[config.mk]
export PLATFORM = sky130hd
export DESIGN_NAME = dotrow_scan
export DESIGN_NICKNAME = d
export VERILOG_FILES = /design/src/rtl/dscan_pkg.sv /design/src/rtl/dscan_divider.sv /design/src/rtl/dscan_duty.sv /design/src/rtl/dscan_drive.sv /design/src/rtl/dotrow_scan.sv
export SDC_FILE = /design/constraint.sdc
export NUM_CORES = 1
export LEC_CHECK = 0
export ABC_CLOCK_PERIOD_IN_PS = 2620
export BUFFER_PORTS_ARGS = -buffer_cell sky130_fd_sc_hd__buf_2
export CAP_MARGIN = 20
export CELL_PAD_IN_SITES_DETAIL_PLACEMENT = 1
export CELL_PAD_IN_SITES_GLOBAL_PLACEMENT = 1
export CORE_UTILIZATION = 32
export DETAILED_ROUTE_END_ITERATION = 8
export MAX_ROUTING_LAYER = met4
export PLACE_DENSITY = 0.76
export SETUP_SLACK_MARGIN = 0.02
export SYNTH_ARGS = -nofsm -noshare
export SYNTH_HDL_FRONTEND = slang
export SYNTH_SLANG_ARGS = --single-unit
[constraint.sdc]
create_clock -name clk -period 2.62 [get_ports clk]
set_input_delay 0.393 -clock clk [delete_from_list [all_inputs] [get_ports clk]]
set_output_delay 0.393 -clock clk [all_outputs]
set_load 0.005 [all_outputs]
[src/rtl/dscan_pkg.sv]
// Package: shared helpers for the row scanner.
// Assumes slot length is a power of two scaled from a 64-count base.
package dscan_pkg;

    // On-time in counts for a duty code, scaled from a 64-count slot.
    function automatic int unsigned on_counts(input logic [2:0] code, input int unsigned slot_len);
        int unsigned base;
        case (code)
            3'd0:    base = 64;
            3'd1:    base = 34;
            3'd2:    base = 26;
            3'd3:    base = 17;
            3'd4:    base = 13;
            3'd5:    base = 8;
            3'd6:    base = 4;
            default: base = 0;
        endcase
        return (base * slot_len) / 64;
    endfunction

    // Duty code that lamp test uses (the 53% level).
    localparam logic [2:0] LAMP_CODE = 3'd1;

endpackage

[src/rtl/dscan_divider.sv]
// Module: scan divider. Picks the active tick and steps a slot counter
// and a row index through NUM_ROWS slots of SLOT_COUNTS counts.
// Assumes the tick inputs are one-cycle enables synchronous to clk.
module dscan_divider #(
    parameter int NUM_ROWS    = 5,
    parameter int SLOT_COUNTS = 64,
    localparam int SLOT_W     = $clog2(SLOT_COUNTS),
    localparam int ROW_W      = $clog2(NUM_ROWS)
) (
    input  logic              clk,
    input  logic              rst_n,
    input  logic              clk_sel,
    input  logic              osc_tick,
    input  logic              ext_tick,
    input  logic              power_down,
    output logic [SLOT_W-1:0] slot_cnt,
    output logic [ROW_W-1:0]  row_idx
);

    logic advance;

    // Select the tick source and gate it with power down.
    always_comb begin
        advance = (clk_sel ? osc_tick : ext_tick) && !power_down;
    end

    // Step the count inside a slot and the row at each slot end.
    always_ff @(posedge clk) begin
        if (!rst_n) begin
            slot_cnt <= '0;
            row_idx  <= '0;
        end else if (advance) begin
            if (slot_cnt == SLOT_W'(SLOT_COUNTS - 1)) begin
                slot_cnt <= '0;
                row_idx  <= (row_idx == ROW_W'(NUM_ROWS - 1)) ? '0 : row_idx + 1'b1;
            end else begin
                slot_cnt <= slot_cnt + 1'b1;
            end
        end
    end

    // the slot counter wraps to zero after its last count.
    p_slot_wrap_r2: assert property (@(posedge clk) disable iff (!rst_n)
        (advance && slot_cnt == SLOT_W'(SLOT_COUNTS - 1)) |=> slot_cnt == '0);

    // the row index stays within range.
    p_row_range_r2: assert property (@(posedge clk) disable iff (!rst_n)
        row_idx < ROW_W'(NUM_ROWS));

    // power down freezes the scan position.
    p_frozen_r8: assert property (@(posedge clk) disable iff (!rst_n)
        power_down |=> ($stable(slot_cnt) && $stable(row_idx)));

endmodule

[src/rtl/dscan_duty.sv]
// Module: duty gate. Decides whether the current row is lit at this
// slot count, from the duty code, lamp test and power down.
// Assumes slot_cnt counts from 0 at the start of each slot.
module dscan_duty
    import dscan_pkg::*;
#(
    parameter int SLOT_COUNTS = 64,
    localparam int SLOT_W     = $clog2(SLOT_COUNTS)
) (
    input  logic [SLOT_W-1:0] slot_cnt,
    input  logic [2:0]        bright_code,
    input  logic              lamp_test,
    input  logic              power_down,
    output logic              lit
);

    logic [SLOT_W:0] on_len;

    // Pick the on-time and compare it with the slot position.
    always_comb begin
        on_len = (SLOT_W + 1)'(on_counts(lamp_test ? LAMP_CODE : bright_code, SLOT_COUNTS));
        lit    = !power_down
              && ({1'b0, slot_cnt} < on_len)
              && (slot_cnt != SLOT_W'(SLOT_COUNTS - 1));
    end

endmodule

[src/rtl/dscan_drive.sv]
// Module: output register stage. Registers the row strobe and the
// column lines from the lit flag, the row index and the RAM data.
// Assumes ram_data belongs to row_idx in the same cycle.
module dscan_drive #(
    parameter int NUM_ROWS = 5,
    parameter int DATA_W   = 50,
    localparam int ROW_W   = $clog2(NUM_ROWS)
) (
    input  logic                clk,
    input  logic                rst_n,
    input  logic                lit,
    input  logic                lamp_test,
    input  logic                power_down,
    input  logic [ROW_W-1:0]    row_idx,
    input  logic [DATA_W-1:0]   ram_data,
    output logic [NUM_ROWS-1:0] row_drv,
    output logic [DATA_W-1:0]   col_drv
);

    // Register the row strobe and the column pattern.
    always_ff @(posedge clk) begin
        if (!rst_n) begin
            row_drv <= '0;
            col_drv <= '0;
        end else if (lit) begin
            row_drv <= NUM_ROWS'(1) << row_idx;
            col_drv <= lamp_test ? {DATA_W{1'b1}} : ram_data;
        end else begin
            row_drv <= '0;
            col_drv <= '0;
        end
    end

    // never more than one row strobe at a time.
    p_onehot_r3: assert property (@(posedge clk) disable iff (!rst_n)
        $onehot0(row_drv));

    // lamp test drives every column while lit.
    p_lamp_cols_r7: assert property (@(posedge clk) disable iff (!rst_n)
        (lamp_test && lit) |=> (&col_drv));

    // power down darkens every output.
    p_pd_dark_r8: assert property (@(posedge clk) disable iff (!rst_n)
        power_down |=> (row_drv == '0 && col_drv == '0));

endmodule

[src/rtl/dotrow_scan.sv]
// Module: top of the multiplexed row scanner with dimming.
// Scans NUM_ROWS rows of NUM_CHARS characters of NUM_COLS dots. It
// reads one RAM row at a time through ram_row/ram_data (read with no
// latency) and drives registered row and column lines.
module dotrow_scan #(
    parameter int NUM_CHARS   = 10,
    parameter int NUM_COLS    = 5,
    parameter int NUM_ROWS    = 5,
    parameter int SLOT_COUNTS = 64,
    localparam int DATA_W     = NUM_CHARS * NUM_COLS,
    localparam int SLOT_W     = $clog2(SLOT_COUNTS),
    localparam int ROW_W      = $clog2(NUM_ROWS)
) (
    input  logic                clk,
    input  logic                rst_n,
    input  logic                clk_sel,
    input  logic                osc_tick,
    input  logic                ext_tick,
    input  logic [2:0]          bright_code,
    input  logic                lamp_test,
    input  logic                power_down,
    output logic [ROW_W-1:0]    ram_row,
    input  logic [DATA_W-1:0]   ram_data,
    output logic [NUM_ROWS-1:0] row_drv,
    output logic [DATA_W-1:0]   col_drv
);

    logic [SLOT_W-1:0] slot_cnt;
    logic [ROW_W-1:0]  row_idx;
    logic              lit;

    dscan_divider #(.NUM_ROWS(NUM_ROWS), .SLOT_COUNTS(SLOT_COUNTS)) u_div (
        .clk(clk), .rst_n(rst_n), .clk_sel(clk_sel), .osc_tick(osc_tick),
        .ext_tick(ext_tick), .power_down(power_down),
        .slot_cnt(slot_cnt), .row_idx(row_idx)
    );

    dscan_duty #(.SLOT_COUNTS(SLOT_COUNTS)) u_duty (
        .slot_cnt(slot_cnt), .bright_code(bright_code), .lamp_test(lamp_test),
        .power_down(power_down), .lit(lit)
    );

    dscan_drive #(.NUM_ROWS(NUM_ROWS), .DATA_W(DATA_W)) u_drv (
        .clk(clk), .rst_n(rst_n), .lit(lit), .lamp_test(lamp_test),
        .power_down(power_down), .row_idx(row_idx), .ram_data(ram_data),
        .row_drv(row_drv), .col_drv(col_drv)
    );

    // Row address to the RAM follows the scan row.
    always_comb begin
        ram_row = row_idx;
    end

    // the cycle after the last slot count is always dark.
    p_ghost_gap_r6: assert property (@(posedge clk) disable iff (!rst_n)
        (slot_cnt == SLOT_W'(SLOT_COUNTS - 1)) |=> row_drv == '0);

endmodule

Word level (Yosys, flattened, before mapping)
Index checks and enable logic that the tools add are counted.
- flip-flop bits (word level): 64
- output and inout port bits: 58
- logic and storage cells: 30
- add/subtract/negate cells: 2
- $lt $le $gt $ge: 1
- eq/ne operators: 9
- shifts and indexed selects: 1
- multiplexer cells: 6
- reductions and logical operators: 7
- operator list (operator ; number):
    50-bit 2-to-1 mux ; 1
    7-bit case mux with 7 select lines ; 1
    3-bit equality test, second input constant ; 4
    6-bit by 7-bit less-than comparator with 1-bit output ; 1
    6-bit by 1-bit adder with 6-bit output, second input constant ; 1
    3-bit by 2-bit equality test with 1-bit output, second input constant ; 2
    6-bit equality test, second input constant ; 1
    3-bit 2-to-1 mux ; 2
    6-bit 2-to-1 mux ; 1
    6-bit != test, second input constant ; 1
    1-bit by 3-bit << shifter with 5-bit output, first input constant ; 1
    2-bit AND reduction ; 2
    3-bit by 1-bit adder with 3-bit output, second input constant ; 1
    3-bit by 1-bit equality test with 1-bit output, second input constant ; 1
    1-bit logical AND ; 3
    3-bit zero test ; 1
    1-bit zero test ; 1
    1-bit 2-to-1 mux ; 1

Logic depth before layout (Yosys ltp)
Gate-level depths: netlist of run 1.
- word-level depth: 7
- mapped depth: 10
- depth with buffers taken out: 8

Hierarchy
A second synthesis of run 1 with hierarchy kept.
- cells, all modules: 257
- area, all modules: 2292.2 µm²
- by module, submodules not included (module ; instances ; cells each ; area an instance (µm²) ; seq. area each (µm²)):
    dscan_drive ; 1 ; 172 ; 1601.5 ; 1101.1
    dscan_divider ; 1 ; 54 ; 473.0 ; 180.2
    dscan_duty ; 1 ; 31 ; 217.7 ; 0.0

Worst setup path after synthesis of run 1
No wires, ideal clock.
- path kind: input to register
- from: input lamp_test
- to: register u_drv.col_drv[39]
- arrival: 2.264 ns
- required time: 2.506 ns
- path slack: 0.243 ns
- stages: 9
- buffers on the path: 3
- cell sequence: clkbuf_1 clkbuf_1 nor2_1 ha_1 nand3_1 a211o_1 o2111ai_4 buf_6 nor2_2
- longest elaborated chain between the ends: 7
- elaborated cells between the ends (all ways): 14
- those cells by class: order compare: 1; eq/ne: 6; mux: 3; reduce/logical: 4
- RTL lines (what ; line ; source):
    start: declaration ; dotrow_scan.sv:20 ; input logic lamp_test,
    3-bit 2-to-1 mux ; dscan_duty.sv:21 ; on_len = (SLOT_W + 1)'(on_counts(lamp_test ? LAMP_CODE : bright_code, SLOT_COUNTS));
    3-bit equality test, or another cell as far along ; dscan_pkg.sv:8 ; case (code)
    7-bit case mux with 7 select lines ; dscan_pkg.sv:8 ;
    6-bit by 7-bit less-than comparator with 1-bit output ; dscan_duty.sv:23 ; && ({1'b0, slot_cnt} < on_len)
    1-bit logical AND ; dscan_duty.sv:23 ;
    1-bit logical AND ; dscan_duty.sv:24 ; && (slot_cnt != SLOT_W'(SLOT_COUNTS - 1));
    2-bit AND reduction (no line) ; - ;
    end signal: assignment ; dscan_drive.sv:27 ; col_drv <= lamp_test ? {DATA_W{1'b1}} : ram_data;
    end: declaration ; dscan_drive.sv:17 ; output logic [DATA_W-1:0] col_drv
Parallel ways exist; a longest one is shown, timed or not.
A chain may end at the register's enable or synchronous reset.

Final worst setup path of run 1
- from: input bright_code[0]
- to: register u_drv.col_drv[38]
- longest elaborated chain between the ends: 7
- elaborated cells between the ends (all ways): 13
- those cells by class: order compare: 1; eq/ne: 6; mux: 2; reduce/logical: 4
- RTL lines (what ; line ; source):
    start: declaration ; dotrow_scan.sv:19 ; input logic [2:0] bright_code,
    3-bit 2-to-1 mux * ; dscan_duty.sv:21 ;
    3-bit equality test, or another cell as far along ; dscan_pkg.sv:8 ;
    7-bit case mux with 7 select lines * ; dscan_pkg.sv:8 ;
    6-bit by 7-bit less-than comparator with 1-bit output * ; dscan_duty.sv:23 ;
    1-bit logical AND * ; dscan_duty.sv:23 ;
    1-bit logical AND * ; dscan_duty.sv:24 ;
    2-bit AND reduction (no line) * ; - ;
Every way passes the cells marked *; elsewhere a longest branch is shown, timed or not.

==> results of run 1 <==
[cells in the final DEF, fill, tap and decap left out, drive strengths merged, types with 6 or more instances in the layout]
master / instances
buf: 120
clkbuf: 11
dfxtp: 64
ha: 8
nand2: 13
nand3: 6
nor2: 109
[worst max-delay path by stage]
stage / startpoint / to / slack (ns)
after floorplan: lamp_test / u_drv.col_drv[39] / 0.24
after global placement: bright_code[1] / u_drv.row_drv[0] / 0.31
after detailed placement: bright_code[0] / u_drv.col_drv[29] / 0.24
after CTS: bright_code[0] / u_drv.col_drv[29] / 0.58
after global routing: bright_code[0] / u_drv.col_drv[29] / 0.47
final: bright_code[0] / u_drv.col_drv[38] / 0.58
[report_power, final]
| part | internal, W | total (W) | switching, W |
|---|---|---|---|
| combinational | 0.000109 | 0.000227 | 0.000118 |
| sequential | 0.00102 | 0.00104 | 0.0000152 |
| clock | 0.000464 | 0.000836 | 0.000372 |
[worst max-delay path: cells and delay by family]
kind	cells	cell delay (ns)
AO/OA/AOI/OAI	2	0.52
AND/OR/NAND/NOR	4	0.42
buffers and inverters	2	0.41
adder cells (fa/ha/maj)	1	0.28
multiplexers	1	0.18
[state kept, by name, summed over array words and instances, names as in the netlist]
name,flops
u_div.row_idx,3
u_div.slot_cnt,6
u_drv.col_drv,50
u_drv.row_drv,5
[cell type report]
type / instances / share of cell area [%]
timing repair buffer: 120 / 19.40
clock inverter: 5 / 1.760
multi-input combinational: 179 / 30.15
sequential: 64 / 40.05
tap: 96 / 3.754
clock buffer: 11 / 4.419
inverter: 4 / 0.4693
[cells by family (layout without fill, tap and decap cells)]
group	Yosys count	in the layout	share of synthesized area, %
multiplexers	4	4	1.700
buffers and inverters	17	140	4.623
AND/OR/NAND/NOR	149	149	28.32
AO/OA/AOI/OAI	17	17	6.324
adder cells (fa/ha/maj)	8	8	4.251
flip-flops	64	64	54.41
XOR/XNOR	1	1	0.3720
[metrics by stage]
stage / util [%] / worst slack [ns] / hold WS [ns] / std cells
6_report: 46.07 / 0.5850 / 0.2636 / 479
5_1_grt: 46.07 / 0.4667 / 0.2614 / 479
4_1_cts: 46.07 / 0.5822 / 0.2468 / 479
3_5_place_dp: 43.23 / 0.2449 / 0.5029 / 463
3_3_place_gp: 43.23 / 0.3082 / 0.4920 / 463
2_1_floorplan: - / 0.2426 / 0.4710 / 260
[layer usage]
metal	GRT usage (%)	part of all wire, %	vias up
met4	7.750	2.3	0
met1	18.14	43	948
li1	-	-	1076
met3	4.618	5.2	10
met5	-	0	-
met2	27.41	49	77
==> results.py, run 1 <==
metrics = {
    "synthesis": {
        "synth.top_cells.by_count": "nor2_1, dfxtp_1, nand2_1, nor2_2, ha_1",
        "yosysMostFrequentCell": "nor2_1",
        "syn_area_per_cell_um2": 9.057,
        "netlist_instances": 260,
        "synth_top_area_share_pct": 54.41,
        "yosysUniqueCellTypes": 32,
        "synth-edff-count": 0,
        "yosysWarnings": 0,
        "async_flop_share_pct": 0,
        "synth_seq_cells": 64,
        "yosys.area.top_type": "dfxtp_1",
        "ys.flop_type": "dfxtp_1",
        "syn-cell-area_mm2": 0.002355,
        "netlist_top_cells_area": "dfxtp_1, nor2_1, ha_1",
        "synth_fp_nets": 328,
        "synth.yosys.seq_area_share_pct": 54.41,
    },
    "global_route": {
        "grt_use_total_pct": 16.47,
        "grt_pass1_wl_um": 9315,
        "grt_max_degree": 56,
        "grt_pass1_vias": 2047,
        "grt_antenna_before_repair": 0,
        "grt_overflow": 0,
    },
    "clock_network": {
        "cts_root_buf": "clkbuf_8",
        "cts_tree": "yes",
        "clk_latency_ns": 0.33,
        "clkTransAtPathRegs_ns": 0.07,
        "clk_path_buf_depth": 2,
        "post_cts_resize_count": 0,
        "cts_setup_buffers": 0,
        "htreeDepth": 3,
        "cts_made_buffers": 9,
        "clock_sinks": 64,
        "cts_hold_buf": 0,
    },
    "routing": {
        "wl_per_cell_um": 12.65,
        "routed_wirelength_um": 6060,
        "ant_nets": 0,
        "firstDrtPassIters": 4,
        "viasPerCell": 4.407,
        "drc_errors": 0,
        "vias": 2111,
        "dr.first_iter.drc_count": 57,
    },
    "timing": {
        "period_minus_slack_ns": 2.035,
        "setup_viol": 0,
        "tightest_slew_ns": 0.4635,
        "hold_violations": 0,
        "relSlewSlack_pct": 68.99,
        "fmax_mhz": 491.4,
        "fin_crit_sh_pct": 77.67,
        "grt_setup_unrepaired": "false",
        "finClkSkew_ns": 0.008162,
        "tns_ns": 0,
        "slew_violations": 0,
    },
    "place": {
        "io_buffers": 117,
        "placed_area_mm2": 0.003002,
        "gp_congestion": 0.7708,
        "dp_hpwl_um": 4573,
    },
    "worst_setup_path": {
        "path_max_fanout": 55,
        "r2r_start": "u_div.slot_cnt[2]",
        "endpoint_kind": "flip-flop",
        "cpPeakStageDelay_ns": 0.30,
        "reg2reg_depth": 6,
        "slowest_stage": "a211o_1",
        "required_ns": 2.82,
        "startpoint_type": "input port",
        "r2r_slack_ns": 0.70,
        "crit_top_cell": "nand2b_1",
        "worstPathCellList": "buf_2 > nand2b_1 > mux2i_1 > nand2b_1 > ha_1 > nand3_1 > a211o_1 > o2111ai_4 > buf_12 > nor2_1",
        "r2r_end": "u_drv.col_drv[38]",
        "critical_path_class": "input port to flip-flop",
        "cp.arrival_ns": 2.24,
    },
    "layout": {
        "syn_to_final_growth_pct": 35.87,
        "nNetsFinal": 446,
        "fill_cells": 876,
        "multi_input_area_um2": 964.7,
        "final_area_mm2": 0.003199,
        "seq_area_mm2": 0.001281,
        "layout-drive-gt1-share_pct": 39.43,
        "antennaDiodeCount": 0,
    },
    "die": {
        "start_util_pct": 33.91,
        "rows": 30,
        "die_y_um": 87.78,
        "fp.dieW_um": 87.78,
        "core_mm2": 0.006944,
        "die_area_mm2": 0.007705,
        "io_pins": 118,
    },
    "worst_hold_path": {
        "hold_depth": 3,
        "worstHoldPathType": "input port to flip-flop",
        "whs_endpoint": "u_drv.col_drv[21]",
        "min-delay-start": "ram_data[21]",
    },
    "run_status": {
        "outcome": "completed",
    },
    "power_and_ir_drop": {
        "p_leak_nw": 1.591,
        "ir_worst_vdd_v": 0.0002460,
        "powerDensity_mw_per_mm2": 657.3,
        "power.total_w": 0.002103,
    },
    "flow_run": {
        "cap_violations": 0,
    },
}
Note: power is estimated with default switching activity, not from simulation.
==> run 2: changes to the inputs <==
Settings changed: ABC_CLOCK_PERIOD_IN_PS 2620 to 1600, CORE_UTILIZATION 32 to 29, PLACE_DENSITY 0.76 to 0.72.
Clock period 2.62 ns to 1.6 ns, I/O delays scaled along.
==> run 2 against run 1 <==
The run now ends with setup timing left; sequential power up 63%; die area up 10%; clock skew up 0.00077 ns; wire length up 15%; sequential cell count unchanged; non-clock buffer count up 27; critical path depth down 2; via count up 8.4%; register-to-register slack worse by 0.90 ns; combinational power up 120%; utilization up 1.7 points.
==> results.py, run 2 (synthesis results as in run 1) <==
metrics = {
    "die": {
        "fp.dieW_um": 92.11,
        "core_mm2": 0.007807,
        "die_area_mm2": 0.008484,
        "io_pins": 118,
        "die_y_um": 92.11,
        "start_util_pct": 30.16,
        "rows": 32,
    },
    "place": {
        "io_buffers": 117,
        "gp_congestion": 0.7973,
        "dp_hpwl_um": 4651,
        "placed_area_mm2": 0.003174,
        "dp.cells": 487,
    },
    "timing": {
        "postLayoutSetupSlackWorst_ns": -0.1958,
        "fin_crit_sh_pct": 112.2,
        "slew_violations": 0,
        "tightest_slew_ns": 0.3533,
        "setup_viol": 55,
        "relSlewSlack_pct": 75.77,
        "finClkSkew_ns": 0.008929,
        "hold_violations": 0,
        "tns_ns": -7.902,
        "period_minus_slack_ns": 1.796,
        "grt_setup_unrepaired": "true",
        "fmax_mhz": 556.9,
    },
    "power_and_ir_drop": {
        "p_leak_nw": 1.853,
        "ir_worst_vdd_v": 0.0004151,
        "swShare_pct": 24.54,
        "p_clk_share_pct": 42.9,
        "p_int_w": 0.002921,
        "p_switching_w": 0.0009498,
        "combPwrFrac_pct": 13.2,
        "powerDensity_mw_per_mm2": 1039,
        "pwr-share-seq_pct": 43.9,
    },
    "layout": {
        "final_cell_mix": "buf_2, nor2_1, dfxtp_1, nor2_2, buf_4",
        "syn_to_final_growth_pct": 58.29,
        "nNetsFinal": 473,
        "top_register": "u_drv.col_drv",
        "antennaDiodeCount": 0,
        "layout-drive-gt1-share_pct": 50.49,
        "reg.largest.list": "u_drv.col_drv (50), u_div.slot_cnt (6), u_drv.row_drv (5)",
        "stdcell_count": 512,
        "final_area_mm2": 0.003727,
        "largest_register_ff_count": 50,
        "final_common_cell": "buf_2",
        "fill_cells": 943,
    },
    "clock_network": {
        "clock_sinks": 64,
        "clk_latency_ns": 0.33,
        "htreeDepth": 3,
        "cts_tree": "yes",
        "clk_path_buf_depth": 2,
        "cts_root_buf": "clkbuf_8",
        "cts_made_buffers": 9,
        "clkTransAtPathRegs_ns": 0.08,
    },
    "routing": {
        "drc_errors": 0,
        "viasPerCell": 4.471,
        "vias": 2289,
        "ant_nets": 0,
        "wl_per_cell_um": 13.64,
        "firstDrtPassIters": 4,
        "routed_wirelength_um": 6984,
        "dr.first_iter.drc_count": 43,
    },
    "worst_hold_path": {
        "worstHoldPathType": "input port to flip-flop",
    },
    "global_route": {
        "grt_max_degree": 35,
        "grt.met2_usage_pct": 30.35,
        "grt_pass1_wl_um": 11260,
        "grt_util_met3_pct": 4.478,
        "grt_use_met1_pct": 19.89,
        "grt_overflow": 0,
        "grt_pass1_vias": 2354,
        "grt_antenna_before_repair": 0,
        "busiest_layer": "met2",
        "grt_use_total_pct": 17.62,
    },
    "worst_setup_path": {
        "endpoint_kind": "flip-flop",
        "critical_path_class": "flip-flop to flip-flop",
        "cp.arrival_ns": 2.08,
        "startpoint_type": "flip-flop",
        "required_ns": 1.88,
        "path_max_fanout": 7,
    },
    "run_status": {
        "outcome": "finished with violations",
        "violations": "setup timing",
    },
    "flow_run": {
        "cap_violations": 0,
    },
}
[run 2: cell types whose count changed in the layout (fill, tap and decap cells not counted), sizes merged]
cell	change
buf	+27
inv	+2
bufinv	+1
clkinv	-2
clkinvlp	-1
[run 2: critical path: stages (launching register included)]
cell and delay [ns]:
dfxtp_2 0.35, ha_4 0.16, or3_4 0.33, a221oi_4 0.22
o2111ai_4 0.19, buf_6 0.16, buf_6 0.13, buf_16 0.14
nor2_1 0.08
[run 2: worst paths after layout]
| path | start | end | slack [ns] | depth (start not counted) |
|---|---|---|---|---|
| worst max-delay path | u_div.slot_cnt[2] | u_drv.col_drv[25] | -0.20 | 8 |
| worst max register to register | u_div.slot_cnt[2] | u_drv.col_drv[25] | -0.20 | 8 |
| worst min register to register | u_div.row_idx[0] | u_drv.row_drv[2] | 0.55 | 1 |
| worst min-delay path | ram_data[18] | u_drv.col_drv[18] | 0.12 | 3 |
[run 2: final cells by class]
class	count	area, um2	area share [%]
Clock buffer	11	151.4	4.062
Multi-Input combinational cell	179	1111	29.81
Tap cell	102	127.6	3.424
Clock inverter	5	86.33	2.316
Inverter	4	15.01	0.4028
Timing Repair Buffer	147	952.2	25.55
Sequential cell	64	1284	34.44
[run 2: routing by layer]
metal / vias up / routed length (um)
li1: 1136 / -
met1: 1063 / 3099
met2: 82 / 3479
met3: 8 / 299
met4: 0 / 105
met5: - / 0
[run 2: through the flow]
stage / setup slack (ns) / util [%] / power (W) / hold slack (ns)
floorplan: -0.3833 / - / 0.001938 / 0.3558
global placement: -0.4501 / 40.66 / 0.002132 / 0.4489
detailed placement: -0.4827 / 40.66 / 0.002145 / 0.4524
CTS: -0.1589 / 47.53 / 0.003899 / 0.09972
global route: -0.2704 / 47.74 / 0.004042 / 0.09783
finish: -0.1958 / 47.74 / 0.003871 / 0.1182
[run 2: what timing repair did]
item / 4_1_cts / 5_1_grt
gates resized for setup: 39 / 4
hold buffers: 0 / 0
gates cloned: 4 / 0
pin swaps: 11 / 1
setup endpoints to repair: 55 / 55
setup buffers: 5 / 0
[run 2: power groups by stage]
stage	clock network (W)	registers [W]	logic [W]
after floorplan	0	0.00175	0.000186
after global placement	0	0.00174	0.000397
after detailed placement	0	0.00174	0.000406
after CTS	0.00169	0.00170	0.000509
after global routing	0.00177	0.00171	0.000563
final	0.00166	0.00170	0.000510
==> run 3: changes to the inputs <==
Settings changed: CORE_UTILIZATION 29 to 30, CTS_BUF_LIST set to sky130_fd_sc_hd__clkbuf_8, PLACE_DENSITY 0.72 to 0.74.
==> run 3 against run 2 <==
The flow still finishes with violations (setup timing); wire length rose by 2.3%; sequential power barely moved; worst setup slack lost 0.023 ns; via count grew 0.66%; combinational power decreased by 0.8%; critical endpoint is now u_drv.col_drv[37]; largest power group unchanged.
==> results.py, run 3 (synthesis results as in run 1) <==
metrics = {
    "run_status": {
        "outcome": "finished with violations",
        "violations": "setup timing",
    },
    "layout": {
        "nNetsFinal": 472,
        "top_register": "u_drv.col_drv",
        "final_util_pct": 49.77,
        "largest_register_ff_count": 50,
        "final_cell_mix": "buf_2, nor2_1, dfxtp_1, buf_4, nor2_2",
        "antennaDiodeCount": 0,
        "reg.largest.list": "u_drv.col_drv (50), u_div.slot_cnt (6), u_drv.row_drv (5)",
        "final_area_mm2": 0.003687,
        "final_common_cell": "buf_2",
        "layout-drive-gt1-share_pct": 51.10,
        "syn_to_final_growth_pct": 56.59,
    },
    "clock_network": {
        "cts_tree": "yes",
        "cts_root_buf": "clkbuf_8",
        "htreeDepth": 3,
        "clk_latency_ns": 0.34,
        "cts_hold_buf": 0,
        "cts_made_buffers": 9,
        "clock_sinks": 64,
        "clkTransAtPathRegs_ns": 0.07,
        "clk_path_buf_depth": 2,
    },
    "routing": {
        "viasPerCell": 4.535,
        "ant_nets": 0,
        "dr.first_iter.drc_count": 66,
        "routed_wirelength_um": 7144,
        "wl_met2_um": 3565,
        "vias": 2304,
        "wl_met3_um": 424,
        "firstDrtPassIters": 4,
        "wl_per_cell_um": 14.06,
        "wl_met1_um": 2946,
        "drc_errors": 0,
        "routed.top_layer": "met4",
    },
    "worst_setup_path": {
        "endpoint_kind": "flip-flop",
        "required_ns": 1.82,
        "cp.arrival_ns": 2.04,
        "startpoint_type": "input port",
        "critical_path_class": "input port to flip-flop",
        "path_max_fanout": 14,
    },
    "flow_run": {
        "cap_violations": 0,
    },
    "timing": {
        "hold_violations": 0,
        "period_minus_slack_ns": 1.819,
        "grt_setup_unrepaired": "true",
        "relSlewSlack_pct": 76.89,
        "fin_crit_sh_pct": 113.7,
        "postLayoutSetupSlackWorst_ns": -0.2190,
        "slew_violations": 0,
        "hold-worst-slack_ns": 0.1149,
        "finClkSkew_ns": 0.01189,
        "fmax_mhz": 549.8,
        "tightest_slew_ns": 0.3371,
        "setup_viol": 55,
    },
    "power_and_ir_drop": {
        "p_leak_nw": 1.824,
        "powerDensity_mw_per_mm2": 973.7,
        "ir_worst_vdd_v": 0.0003436,
    },
    "worst_hold_path": {
        "worstHoldPathType": "input port to flip-flop",
    },
    "place": {
        "placed_area_mm2": 0.003178,
        "dp_hpwl_um": 4770,
        "post-place-ws_ns": -0.4949,
        "gp_congestion": 0.8001,
        "io_buffers": 117,
    },
    "die": {
        "die_area_mm2": 0.008207,
        "start_util_pct": 31.79,
        "rows": 31,
        "io_pins": 118,
        "die_y_um": 90.60,
        "fp.dieW_um": 90.60,
        "core_mm2": 0.007408,
    },
    "global_route": {
        "grt_use_total_pct": 18.81,
        "grt_pass1_wl_um": 11690,
        "grt_pass1_vias": 2415,
        "grt_antenna_before_repair": 0,
        "grt_max_degree": 37,
        "grt_overflow": 0,
    },
}
run 3: cell types whose count changed in the layout (fill, tap and decap cells not counted), moves of 3 or more:
cell	previous run	this run
nor2_4	5	8
nor2_2	24	18
dfxtp_2	2	5
dfxtp_1	62	59
nor2_1	80	83
buf_4	21	24
run 3: report_power, final:
| part | switching, W | internal, W | total [W] |
|---|---|---|---|
| Sequential | 0.0000251 | 0.00168 | 0.00170 |
| Clock | 0.000627 | 0.000753 | 0.00138 |
| Combinational | 0.000247 | 0.000259 | 0.000506 |
run 3: metal layers:
| layer | global-route usage (%) | up-vias |
|---|---|---|
| met2 | 31.12 | 89 |
| met4 | 10.22 | 0 |
| met1 | 20.70 | 1065 |
| met3 | 4.714 | 20 |
| met5 | - | - |
| li1 | - | 1130 |
run 3: repair_timing:
item | CTS | global route
gates resized for setup | 42 | 10
endpoints found under the setup margin | 55 | 55
buffers inserted | 3 | 2
gates cloned | 3 | 0
pin swaps | 1 | 1
endpoints found under the hold margin | 0 | 0
run 3: cell type report:
cell class                      count  area, um2
Inverter                            4      15.01
Clock buffer                       10      137.6
Timing Repair Buffer              146      912.1
Tap cell                           99      123.9
Fill cell                         905       3721
Sequential cell                    64       1287
Multi-Input combinational cell    179       1151
Clock inverter                      6      60.06
run 3: worst paths after layout:
kind,from,endpoint,slack [ns],cells after the start
worst max-delay path,bright_code[0],u_drv.col_drv[37],-0.22,11
worst min-delay path,ram_data[8],u_drv.col_drv[8],0.11,3
worst max register to register,u_div.slot_cnt[2],u_drv.row_drv[1],-0.19,7
worst min register to register,u_div.row_idx[0],u_drv.row_drv[2],0.53,1
run 3: metrics by stage:
stage          power, W  std cells  TNS [ns]
2_1_floorplan  0.001938        260    -19.51
3_3_place_gp   0.002134        485    -23.64
3_5_place_dp   0.002150        485    -25.69
4_1_cts        0.003627        507    -5.614
5_1_grt        0.003767        508    -12.68
6_report       0.003590        508    -11.20
run 3: critical path, stage by stage:
cell       delay [ns]
buf_8            0.10
nand2b_4         0.15
mux2i_2          0.18
nand2b_1         0.09
ha_1             0.30
nand3_2          0.08
a211o_1          0.27
o2111ai_4        0.25
buf_12           0.18
buf_12           0.14
nor2_1           0.05
